## config.mk

```make
export PLATFORM = sky130hd
export DESIGN_NAME = uart_frame_tx
export DESIGN_NICKNAME = d
export VERILOG_FILES = /design/src/rtl/uart_tx_pkg.sv /design/src/rtl/tx_hold_buffer.sv /design/src/rtl/tx_bit_timer.sv /design/src/rtl/tx_frame_pack.sv /design/src/rtl/tx_frame_seq.sv /design/src/rtl/uart_frame_tx.sv
export SDC_FILE = /design/constraint.sdc
export NUM_CORES = 1
export LEC_CHECK = 0
export ABC_AREA = 1
export BUFFER_PORTS_ARGS = -buffer_cell sky130_fd_sc_hd__buf_4
export CORE_MARGIN = 10
export CORE_UTILIZATION = 40
export CTS_BUF_LIST = sky130_fd_sc_hd__clkbuf_16
export DETAILED_ROUTE_END_ITERATION = 8
export PLACE_DENSITY = 0.66
export SYNTH_ARGS = -nofsm -noshare
export SYNTH_HDL_FRONTEND = slang
export SYNTH_SLANG_ARGS = --single-unit
```

## constraint.sdc

```tcl
create_clock -name clk -period 12.2 [get_ports clk]
set_input_delay 2.44 -clock clk [delete_from_list [all_inputs] [get_ports clk]]
set_output_delay 2.44 -clock clk [all_outputs]
set_load 0.1 [all_outputs]
```

## src/rtl/uart_tx_pkg.sv

```systemverilog
// Shared types and helpers for the frame transmitter.
// Assumes a character is at most nine bits wide.
package uart_tx_pkg;

    typedef enum logic [1:0] {
        K_DATA  = 2'b00,
        K_IDLE  = 2'b01,
        K_BREAK = 2'b10
    } frame_kind_e;

    typedef struct packed {
        frame_kind_e kind;
        logic        nine;
        logic [8:0]  bits;
        logic [4:0]  last_h;
    } frame_t;

    // Maps the write-side kind code to a frame kind; 11 counts as a break.
    function automatic frame_kind_e decode_kind(input logic [1:0] code);
        case (code)
            2'b00:   decode_kind = K_DATA;
            2'b01:   decode_kind = K_IDLE;
            default: decode_kind = K_BREAK;
        endcase
    endfunction

    // Stop interval in half-bit units.
    function automatic logic [2:0] stop_halves(input logic [1:0] sel);
        case (sel)
            2'b00:   stop_halves = 3'd2;
            2'b01:   stop_halves = 3'd1;
            2'b10:   stop_halves = 3'd4;
            default: stop_halves = 3'd3;
        endcase
    endfunction

    // Line level for half-bit index h of frame f.
    function automatic logic line_level(input frame_t f, input logic [4:0] h);
        logic [3:0] slot;
        logic [3:0] n;
        slot = h[4:1];
        n    = f.nine ? 4'd9 : 4'd8;
        case (f.kind)
            K_IDLE:  line_level = 1'b1;
            K_BREAK: line_level = 1'b0;
            default: begin
                if (slot == 4'd0)
                    line_level = 1'b0;
                else if (slot <= n)
                    line_level = f.bits[slot - 4'd1];
                else
                    line_level = 1'b1;
            end
        endcase
    endfunction

endpackage

```

## src/rtl/tx_hold_buffer.sv

```systemverilog
// One-entry holding register between the write port and the sequencer.
// Assumes the sequencer raises take only while full is set.
module tx_hold_buffer (
    input  logic       clk,
    input  logic       rst_n,
    input  logic       wr_valid,
    input  logic [1:0] wr_kind,
    input  logic [8:0] wr_data,
    output logic       wr_ready,
    output logic       wr_accept,
    input  logic       take,
    output logic       full,
    output logic [1:0] q_kind,
    output logic [8:0] q_data
);
    logic       full_q;
    logic [1:0] kind_q;
    logic [8:0] data_q;

    // Handshake: the buffer accepts a write only when it is empty.
    always_comb begin
        wr_ready  = !full_q;
        wr_accept = wr_valid && !full_q;
    end

    // Load on an accepted write, release when the sequencer takes the entry.
    always_ff @(posedge clk) begin
        if (!rst_n) begin
            full_q <= 1'b0;
            kind_q <= 2'b00;
            data_q <= 9'd0;
        end else if (wr_accept) begin
            full_q <= 1'b1;
            kind_q <= wr_kind;
            data_q <= wr_data;
        end else if (take) begin
            full_q <= 1'b0;
        end
    end

    assign full   = full_q;
    assign q_kind = kind_q;
    assign q_data = data_q;


    hold_stable_chk: assert property (@(posedge clk) disable iff (!rst_n)
        (full_q && !take) |=> (full_q && $stable(data_q) && $stable(kind_q)));

    accept_fills_chk: assert property (@(posedge clk) disable iff (!rst_n)
        (wr_valid && wr_ready) |=> full_q);

endmodule

```

## src/rtl/tx_bit_timer.sv

```systemverilog
// Half-bit timer: pulses half_tick once per half bit period while run is high.
// Assumes div and ovs8 stay stable while a frame is in progress.
module tx_bit_timer #(
    parameter int DIV_W = 16
) (
    input  logic             clk,
    input  logic             rst_n,
    input  logic             run,
    input  logic [DIV_W-1:0] div,
    input  logic             ovs8,
    output logic             half_tick
);
    localparam int CNT_W = DIV_W + 3;

    logic [DIV_W-1:0] div_eff;
    logic [CNT_W-1:0] limit;
    logic [CNT_W-1:0] cnt_q;

    // Half period = max(div,1) * 4 or * 8 clocks.
    always_comb begin
        div_eff   = (div == '0) ? DIV_W'(1) : div;
        limit     = ovs8 ? {1'b0, div_eff, 2'b00} : {div_eff, 3'b000};
        half_tick = run && (cnt_q == limit - CNT_W'(1));
    end

    // Count clocks inside the current half bit; held at zero when idle.
    always_ff @(posedge clk) begin
        if (!rst_n)
            cnt_q <= '0;
        else if (!run || half_tick)
            cnt_q <= '0;
        else
            cnt_q <= cnt_q + CNT_W'(1);
    end


    tick_gap_chk: assert property (@(posedge clk) disable iff (!rst_n)
        half_tick |=> !half_tick);

    cnt_bound_chk: assert property (@(posedge clk) disable iff (!rst_n)
        run |-> (cnt_q < limit));

endmodule

```

## src/rtl/tx_frame_pack.sv

```systemverilog
// Builds the frame descriptor from a buffered entry and the live configuration.
// Purely combinational; the sequencer registers the result at frame start.
module tx_frame_pack
    import uart_tx_pkg::*;
(
    input  logic [1:0] kind_code,
    input  logic [8:0] data,
    input  logic       word9,
    input  logic       par_en,
    input  logic       par_odd,
    input  logic [1:0] stop_sel,
    output frame_t     frame
);
    logic [3:0] n;
    logic       par;

    // Parity over the payload bits below the top slot, then place the bits.
    always_comb begin
        n   = word9 ? 4'd9 : 4'd8;
        par = par_odd;
        for (int i = 0; i < 9; i++) begin
            if (i < int'(n) - 1)
                par = par ^ data[i];
        end
        frame.bits = '0;
        for (int i = 0; i < 9; i++) begin
            if (i < int'(n) - 1)
                frame.bits[i] = data[i];
            else if (i == int'(n) - 1)
                frame.bits[i] = par_en ? par : data[i];
        end
        frame.kind   = decode_kind(kind_code);
        frame.nine   = word9;
        frame.last_h = 5'(2 * (int'(n) + 1) + int'(stop_halves(stop_sel)) - 1);
    end

endmodule

```

## src/rtl/tx_frame_seq.sv

```systemverilog
// Frame sequencer: starts frames from the buffer, walks half-bit slots and
// drives the registered line level and the completion flag.
// Assumes half_tick comes from a timer run by busy.
module tx_frame_seq
    import uart_tx_pkg::*;
(
    input  logic   clk,
    input  logic   rst_n,
    input  logic   tx_en,
    input  logic   flow_en,
    input  logic   cts_n,
    input  logic   full,
    input  frame_t next_frame,
    input  logic   wr_accept,
    input  logic   half_tick,
    output logic   take,
    output logic   busy,
    output logic   tx,
    output logic   tx_done
);
    logic       busy_q, busy_d;
    logic [4:0] h_q, h_d;
    frame_t     frame_q, frame_d;
    logic       tx_q, tx_d;
    logic       done_q, done_d;
    logic       start_ok, frame_end, can_load;

    // Next-state decode: start, advance or finish a frame.
    always_comb begin
        start_ok  = tx_en && (!flow_en || !cts_n);
        frame_end = busy_q && half_tick && (h_q == frame_q.last_h);
        can_load  = full && start_ok && (!busy_q || frame_end);
        busy_d  = busy_q;
        h_d     = h_q;
        frame_d = frame_q;
        take    = 1'b0;
        if (can_load) begin
            busy_d  = 1'b1;
            h_d     = 5'd0;
            frame_d = next_frame;
            take    = 1'b1;
        end else if (frame_end) begin
            busy_d = 1'b0;
            h_d    = 5'd0;
        end else if (busy_q && half_tick) begin
            h_d = h_q + 5'd1;
        end
        tx_d   = busy_d ? line_level(frame_d, h_d) : 1'b1;
        done_d = done_q;
        if (frame_end && !full)
            done_d = 1'b1;
        if (wr_accept)
            done_d = 1'b0;
    end

    // State registers, including the registered line output.
    always_ff @(posedge clk) begin
        if (!rst_n) begin
            busy_q  <= 1'b0;
            h_q     <= 5'd0;
            frame_q <= '0;
            tx_q    <= 1'b1;
            done_q  <= 1'b0;
        end else begin
            busy_q  <= busy_d;
            h_q     <= h_d;
            frame_q <= frame_d;
            tx_q    <= tx_d;
            done_q  <= done_d;
        end
    end

    assign busy    = busy_q;
    assign tx      = tx_q;
    assign tx_done = done_q;


    idle_high_chk: assert property (@(posedge clk) disable iff (!rst_n)
        !busy_q |-> tx_q);

    start_low_chk: assert property (@(posedge clk) disable iff (!rst_n)
        (busy_q && h_q < 5'd2 && frame_q.kind == K_DATA) |-> !tx_q);

    break_low_chk: assert property (@(posedge clk) disable iff (!rst_n)
        (busy_q && frame_q.kind == K_BREAK) |-> !tx_q);

    cts_gate_chk: assert property (@(posedge clk) disable iff (!rst_n)
        $rose(busy_q) |-> $past(!flow_en || !cts_n));

    done_idle_chk: assert property (@(posedge clk) disable iff (!rst_n)
        done_q |-> !busy_q);

    slot_bound_chk: assert property (@(posedge clk) disable iff (!rst_n)
        busy_q |-> (h_q <= frame_q.last_h));

endmodule

```

## src/rtl/uart_frame_tx.sv

```systemverilog
// Top level of the asynchronous frame transmitter: holding buffer, frame
// packer, half-bit timer and frame sequencer.
// Assumes configuration inputs change only while no frame is in progress.
module uart_frame_tx
    import uart_tx_pkg::*;
#(
    parameter int DIV_W = 16
) (
    input  logic             clk,
    input  logic             rst_n,
    input  logic             tx_en,
    input  logic [DIV_W-1:0] div_val,
    input  logic             ovs8,
    input  logic             word9,
    input  logic             par_en,
    input  logic             par_odd,
    input  logic [1:0]       stop_sel,
    input  logic             flow_en,
    input  logic             cts_n,
    input  logic             wr_valid,
    input  logic [1:0]       wr_kind,
    input  logic [8:0]       wr_data,
    output logic             wr_ready,
    output logic             tx,
    output logic             tx_done
);
    logic       wr_accept, take, full, busy, half_tick;
    logic [1:0] q_kind;
    logic [8:0] q_data;
    frame_t     next_frame;

    tx_hold_buffer u_buf (
        .clk       (clk),
        .rst_n     (rst_n),
        .wr_valid  (wr_valid),
        .wr_kind   (wr_kind),
        .wr_data   (wr_data),
        .wr_ready  (wr_ready),
        .wr_accept (wr_accept),
        .take      (take),
        .full      (full),
        .q_kind    (q_kind),
        .q_data    (q_data)
    );

    tx_frame_pack u_pack (
        .kind_code (q_kind),
        .data      (q_data),
        .word9     (word9),
        .par_en    (par_en),
        .par_odd   (par_odd),
        .stop_sel  (stop_sel),
        .frame     (next_frame)
    );

    tx_bit_timer #(.DIV_W(DIV_W)) u_tmr (
        .clk       (clk),
        .rst_n     (rst_n),
        .run       (busy),
        .div       (div_val),
        .ovs8      (ovs8),
        .half_tick (half_tick)
    );

    tx_frame_seq u_seq (
        .clk        (clk),
        .rst_n      (rst_n),
        .tx_en      (tx_en),
        .flow_en    (flow_en),
        .cts_n      (cts_n),
        .full       (full),
        .next_frame (next_frame),
        .wr_accept  (wr_accept),
        .half_tick  (half_tick),
        .take       (take),
        .busy       (busy),
        .tx         (tx),
        .tx_done    (tx_done)
    );


    take_needs_entry_chk: assert property (@(posedge clk) disable iff (!rst_n)
        take |-> full);

endmodule

```

Word level (Yosys, flattened, before mapping). Cells that the tools add are included.

$add $sub $neg: 8. $lt $le $gt $ge: 11. Equal/unequal tests: 15. Mux-type cells: 56. Bitwise logic cells: 10. Reduce and logical (&&, ||, !) cells: 25.

Operators by type and width (number): $eq 4x32->1 const A (4); $lt 4x32->1 const A (4); $eq 3x32->1 const A (2); $lt 3x32->1 const A (2); $mux 1 (46); $eq 2x32->1 const A (1); $eq 5x32->1 const A (1); $logic_not 32->1 (1); $lt 1x32->1 const A (1); $lt 2x32->1 const A (1); $lt 5x32->1 const A (1); $add 19x1->19 const B (1); $eq 19x19->1 (1); $mux 19 (1); $sub 19x1->19 const B (1); $mux 17 (1); $logic_not 16->1 (1); $mux 16 (1); $mux 5 (3); $pmux 3 s3 (1); $xor 1x1->1 (9); $logic_and 1x1->1 (8); $eq 2x1->1 const B (3); $add 5x1->5 const B (1); other kinds (21) (29).

Flip-flop bits (word level): 56.

Depth between registers and ports, before layout.
Depth after elaboration: 29. Gate-level depth with buffers: 32. Gate-level depth less buffers: 31.

By module. A second synthesis with hierarchy kept.

Cell total of the unflattened synthesis: 646. Area, all modules: 4124.0 µm².

By module, submodules not included: tx_bit_timer (instances 1, cells an instance 302, area an instance 1803.0 µm², seq. area each 380.4 µm²); tx_frame_seq (instances 1, cells an instance 183, area an instance 1318.8 µm², seq. area each 500.5 µm²); tx_hold_buffer (instances 1, cells an instance 78, area an instance 539.3 µm², seq. area each 240.2 µm²); tx_frame_pack (instances 1, cells an instance 83, area an instance 462.9 µm², seq. area each 0.0 µm²).

Worst setup path before layout. Ideal clock, no wire load.

Path type: input to register. Start point: input port div_val[10]. End point: register u_seq.tx_q (netlist: u_seq.tx). Arrival: 5554 ps. Path slack: 6588 ps. Stages on the path: 31. Path through: nor2_1 -> nand2_1 -> nor2_1 -> nand2_1 -> nand2_1 -> nand2_1 -> ha_1 -> nand3_4 -> inv_1 -> nand3_1 -> nand2_1 -> nand3_2 -> inv_2 -> nor2_1 -> nand3_1 -> nor2_4 -> nand3_2 -> o21bai_4 -> nand2_2 -> buf_6 -> buf_6 -> nor2_1 -> inv_1 -> nand2_1 -> ha_1 -> or2_2 -> a21oi_1 -> a21oi_1 -> nand2_1 -> nand2_1 -> nand2_1.

RTL lines: start, declared (line uart_frame_tx.sv:12) `input logic [DIV_W-1:0] div_val,`; end signal, assigned (line tx_frame_seq.sv:68) `tx_q <= tx_d;`; end, declared (line tx_frame_seq.sv:24) `logic tx_q, tx_d;`.

==> impl_metrics.env <==
export IMPL_start_util=0.415
export IMPL_gp_congestion=0.951
export IMPL_holdCritPathClass="reg -> reg"
export IMPL_netlist_top_cells_count="nand2_1, nor2_1, inv_1"
export IMPL_ir_drop_mv=0.0705
export IMPL_die_y_microns=121
export IMPL_initialDrtViolationCount=213
export IMPL_diodes=0
export IMPL_pwr_density_cell_nw_per_um2=95.4
export IMPL_dp_cells=786
export IMPL_ys_flop_type="dfxtp_1"
export IMPL_cpPeakStageDelay_ns=0.29
export IMPL_grt_overflow=0
export IMPL_root_buffer="clkbuf_16"
export IMPL_worstSkewPairLatency_ns=0.30
export IMPL_route_detailed_drc=0
export IMPL_fin_skew_ns=0.0110
export IMPL_max_freq_mhz=169
export IMPL_worst_slew_pin_slew_ns=0.704
export IMPL_wl_microns=9160
export IMPL_fin_crit_ns=5.92
export IMPL_maxCapViolCount=0
export IMPL_worstPathMaxFanout=20
export IMPL_cp_num_cells=30
export IMPL_yosysTopAreaCellShare=0.274
export IMPL_cts_tree="built"
export IMPL_r2r_start="u_tmr.cnt_q[16]"
export IMPL_setup_viol=0
export IMPL_postRouteAntennaNets=0
export IMPL_num_fill_cells=1011
export IMPL_synth_seq_cells=56
export IMPL_post_cts_resized=0
export IMPL_grt_pass1_vias=3631
export IMPL_die_w_microns=121
export IMPL_io_buffers=41
export IMPL_numCtsBuffers=5
export IMPL_yosys_area_top_type="dfxtp_1"
export IMPL_grt_max_degree=33
export IMPL_nets=714
export IMPL_min_delay_start="u_buf.q_data[8]"
export IMPL_ctsLongestPathBuffers=2
export IMPL_cts_setup_buffers=0
export IMPL_fin_cells=794
export IMPL_synth_nets=680
export IMPL_cp_startpoint="div_val[10]"
export IMPL_multiInputGateArea_sq_um=2540
export IMPL_viasPerCell=4.86
export IMPL_reg2regPathDepth=20
export IMPL_critPathTopFamily="simple AND/OR/NAND/NOR gates"
export IMPL_synth_cells=626
export IMPL_clkSinkCount=56
export IMPL_postCtsHoldBufs=0
export IMPL_synth_area_per_cell_sq_um=6.53
export IMPL_end_kind="register"
export IMPL_finalHoldViolCount=0
export IMPL_period_share=0.486
export IMPL_grt_pass1_wl_microns=15900
export IMPL_cp_start_kind="primary input"
export IMPL_synth_warnings=0
export IMPL_core_area_sq_um=9860
export IMPL_clkTransAtPathRegs_ns=0.08
export IMPL_crit_path_top_delay_cell="or2_2"
export IMPL_vias=3858
export IMPL_seq_area_frac_synth=0.274
export IMPL_synth_edf_count=0
export IMPL_synth_area_leaders="dfxtp_1, nand2_1, nor2_1, inv_1, nand3_1"
export IMPL_syn_area_sq_um=4090
export IMPL_std_cell_rows=36
export IMPL_io_pins=42
export IMPL_area_growth_synth_to_final_pct=13.0
export IMPL_relSlewSlack=0.529
export IMPL_ff_latch_area_sq_um=1120
export IMPL_yosysMostFrequentCell="nand2_1"
export IMPL_crit_required_ns=12.44
export IMPL_cp_common_cell="nand2_1"
export IMPL_power_leakage_uw=0.00212
export IMPL_antenna_found_initial=0
export IMPL_wire_per_inst_microns=11.5
export IMPL_first_pass_iters=5
export IMPL_drive_above_1_share=0.147
export IMPL_h_tree_depth=2
export IMPL_min_path_cells=2
export IMPL_globalRouteTotalUtil=0.127
export IMPL_die_area_sq_um=14700
export IMPL_async_flop_share=0
export IMPL_hpwl_microns=7300
export IMPL_cp_arrival_ns=6.16
export IMPL_rsz0062_at_grt="no"
export IMPL_crit_buf_inv=4
export IMPL_ys_types=45
export IMPL_drv_slew=0
export IMPL_critPathKind="in -> reg"
export IMPL_outcome="finished, final reports clean"
export IMPL_fin_setup_tns_ns=0
## state kept, by name, indices dropped and copies added (netlist names)
name	flops
u_tmr.cnt_q	19
u_seq.busy	1
u_seq.h_q	5
u_seq.tx	1
u_seq.tx_done	1
u_buf.q_kind	2
u_seq.frame_q	17
u_buf.q_data	9
u_buf.full	1
## area by class of cell
type,count,share of cell area
flip-flops and latches,56,0.243
inverters,87,0.0709
clock buffers,5,0.0271
repair buffers,41,0.0666
multi-input cells,469,0.549
well taps,133,0.0360
clock inverters,3,0.00731
## per-layer routing
| metal | GRT usage | up-vias | share of wire |
|---|---|---|---|
| met3 | 0.0265 | 4 | 0.043 |
| met4 | 0.0309 | 0 | 0.0079 |
| met5 | 0 | - | 0 |
| met2 | 0.210 | 75 | 0.46 |
| met1 | 0.163 | 1727 | 0.49 |
| li1 | - | 2052 | - |
## power breakdown
| group | internal [uW] | switching [uW] |
|---|---|---|
| registers | 189 | 3.79 |
| logic | 35.5 | 58.2 |
| clock network | 79.3 | 74.7 |
| total | 304 | 137 |
## through the flow
| stage | util | hold slack (ns) | cell area, sq um | setup WS (ns) | total power, uW |
|---|---|---|---|---|---|
| after floorplan | - | 0.418 | 4090 | 6.59 | 267 |
| after global placement | 0.452 | 0.429 | 4460 | 6.07 | 289 |
| after detailed placement | 0.452 | 0.437 | 4460 | 5.99 | 291 |
| after CTS | 0.468 | 0.450 | 4620 | 6.29 | 445 |
| after global routing | 0.468 | 0.477 | 4620 | 5.83 | 465 |
| final | 0.468 | 0.450 | 4620 | 6.28 | 441 |
## logic make-up (layout without fill, tap and decap cells)
| family | after synthesis | after routing | share of synthesized area |
|---|---|---|---|
| AOI/OAI and AO/OA | 73 | 73 | 0.110 |
| xor gates and xnor gates | 36 | 36 | 0.0771 |
| adders and majority gates | 15 | 15 | 0.0496 |
| DFF | 56 | 56 | 0.274 |
| buffers and inverters | 101 | 136 | 0.105 |
| and+or+nand+nor | 345 | 345 | 0.384 |
## placed cells by master, fill, tap and decap left out, types with 3 or more instances in the layout
master / synthesis / layout
or2_2: 3 / 3
nor2_1: 85 / 85
o21ai_0: 24 / 24
nand2_2: 9 / 9
xor2_1: 28 / 28
nor2_4: 3 / 3
buf_4: 1 / 41
xnor2_1: 8 / 8
inv_2: 6 / 6
nand3_1: 50 / 50
ha_1: 13 / 13
a21oi_1: 20 / 20
o21ai_2: 6 / 6
nor3b_1: 7 / 7
o21bai_1: 3 / 3
clkbuf_16: 0 / 5
dfxtp_1: 56 / 56
nand3_2: 3 / 3
inv_1: 80 / 80
nand4_1: 12 / 12
o21ai_1: 9 / 9
nand2_1: 144 / 144
nor2_2: 9 / 9
nor3_1: 10 / 10
## worst min-delay path, cell delays in order (launching register included)
cell,delay [ns]
dfxtp_1,0.30
inv_1,0.05
a21oi_1,0.05
## final timing paths
check | slack, ns | to
worst max-delay path | 6.28 | u_seq.tx
worst min-delay path | 0.45 | u_buf.q_data[8]
worst max register to register | 8.96 | u_seq.tx
worst min register to register | 0.45 | u_buf.q_data[8]
Power figures use the tool's default switching activity.
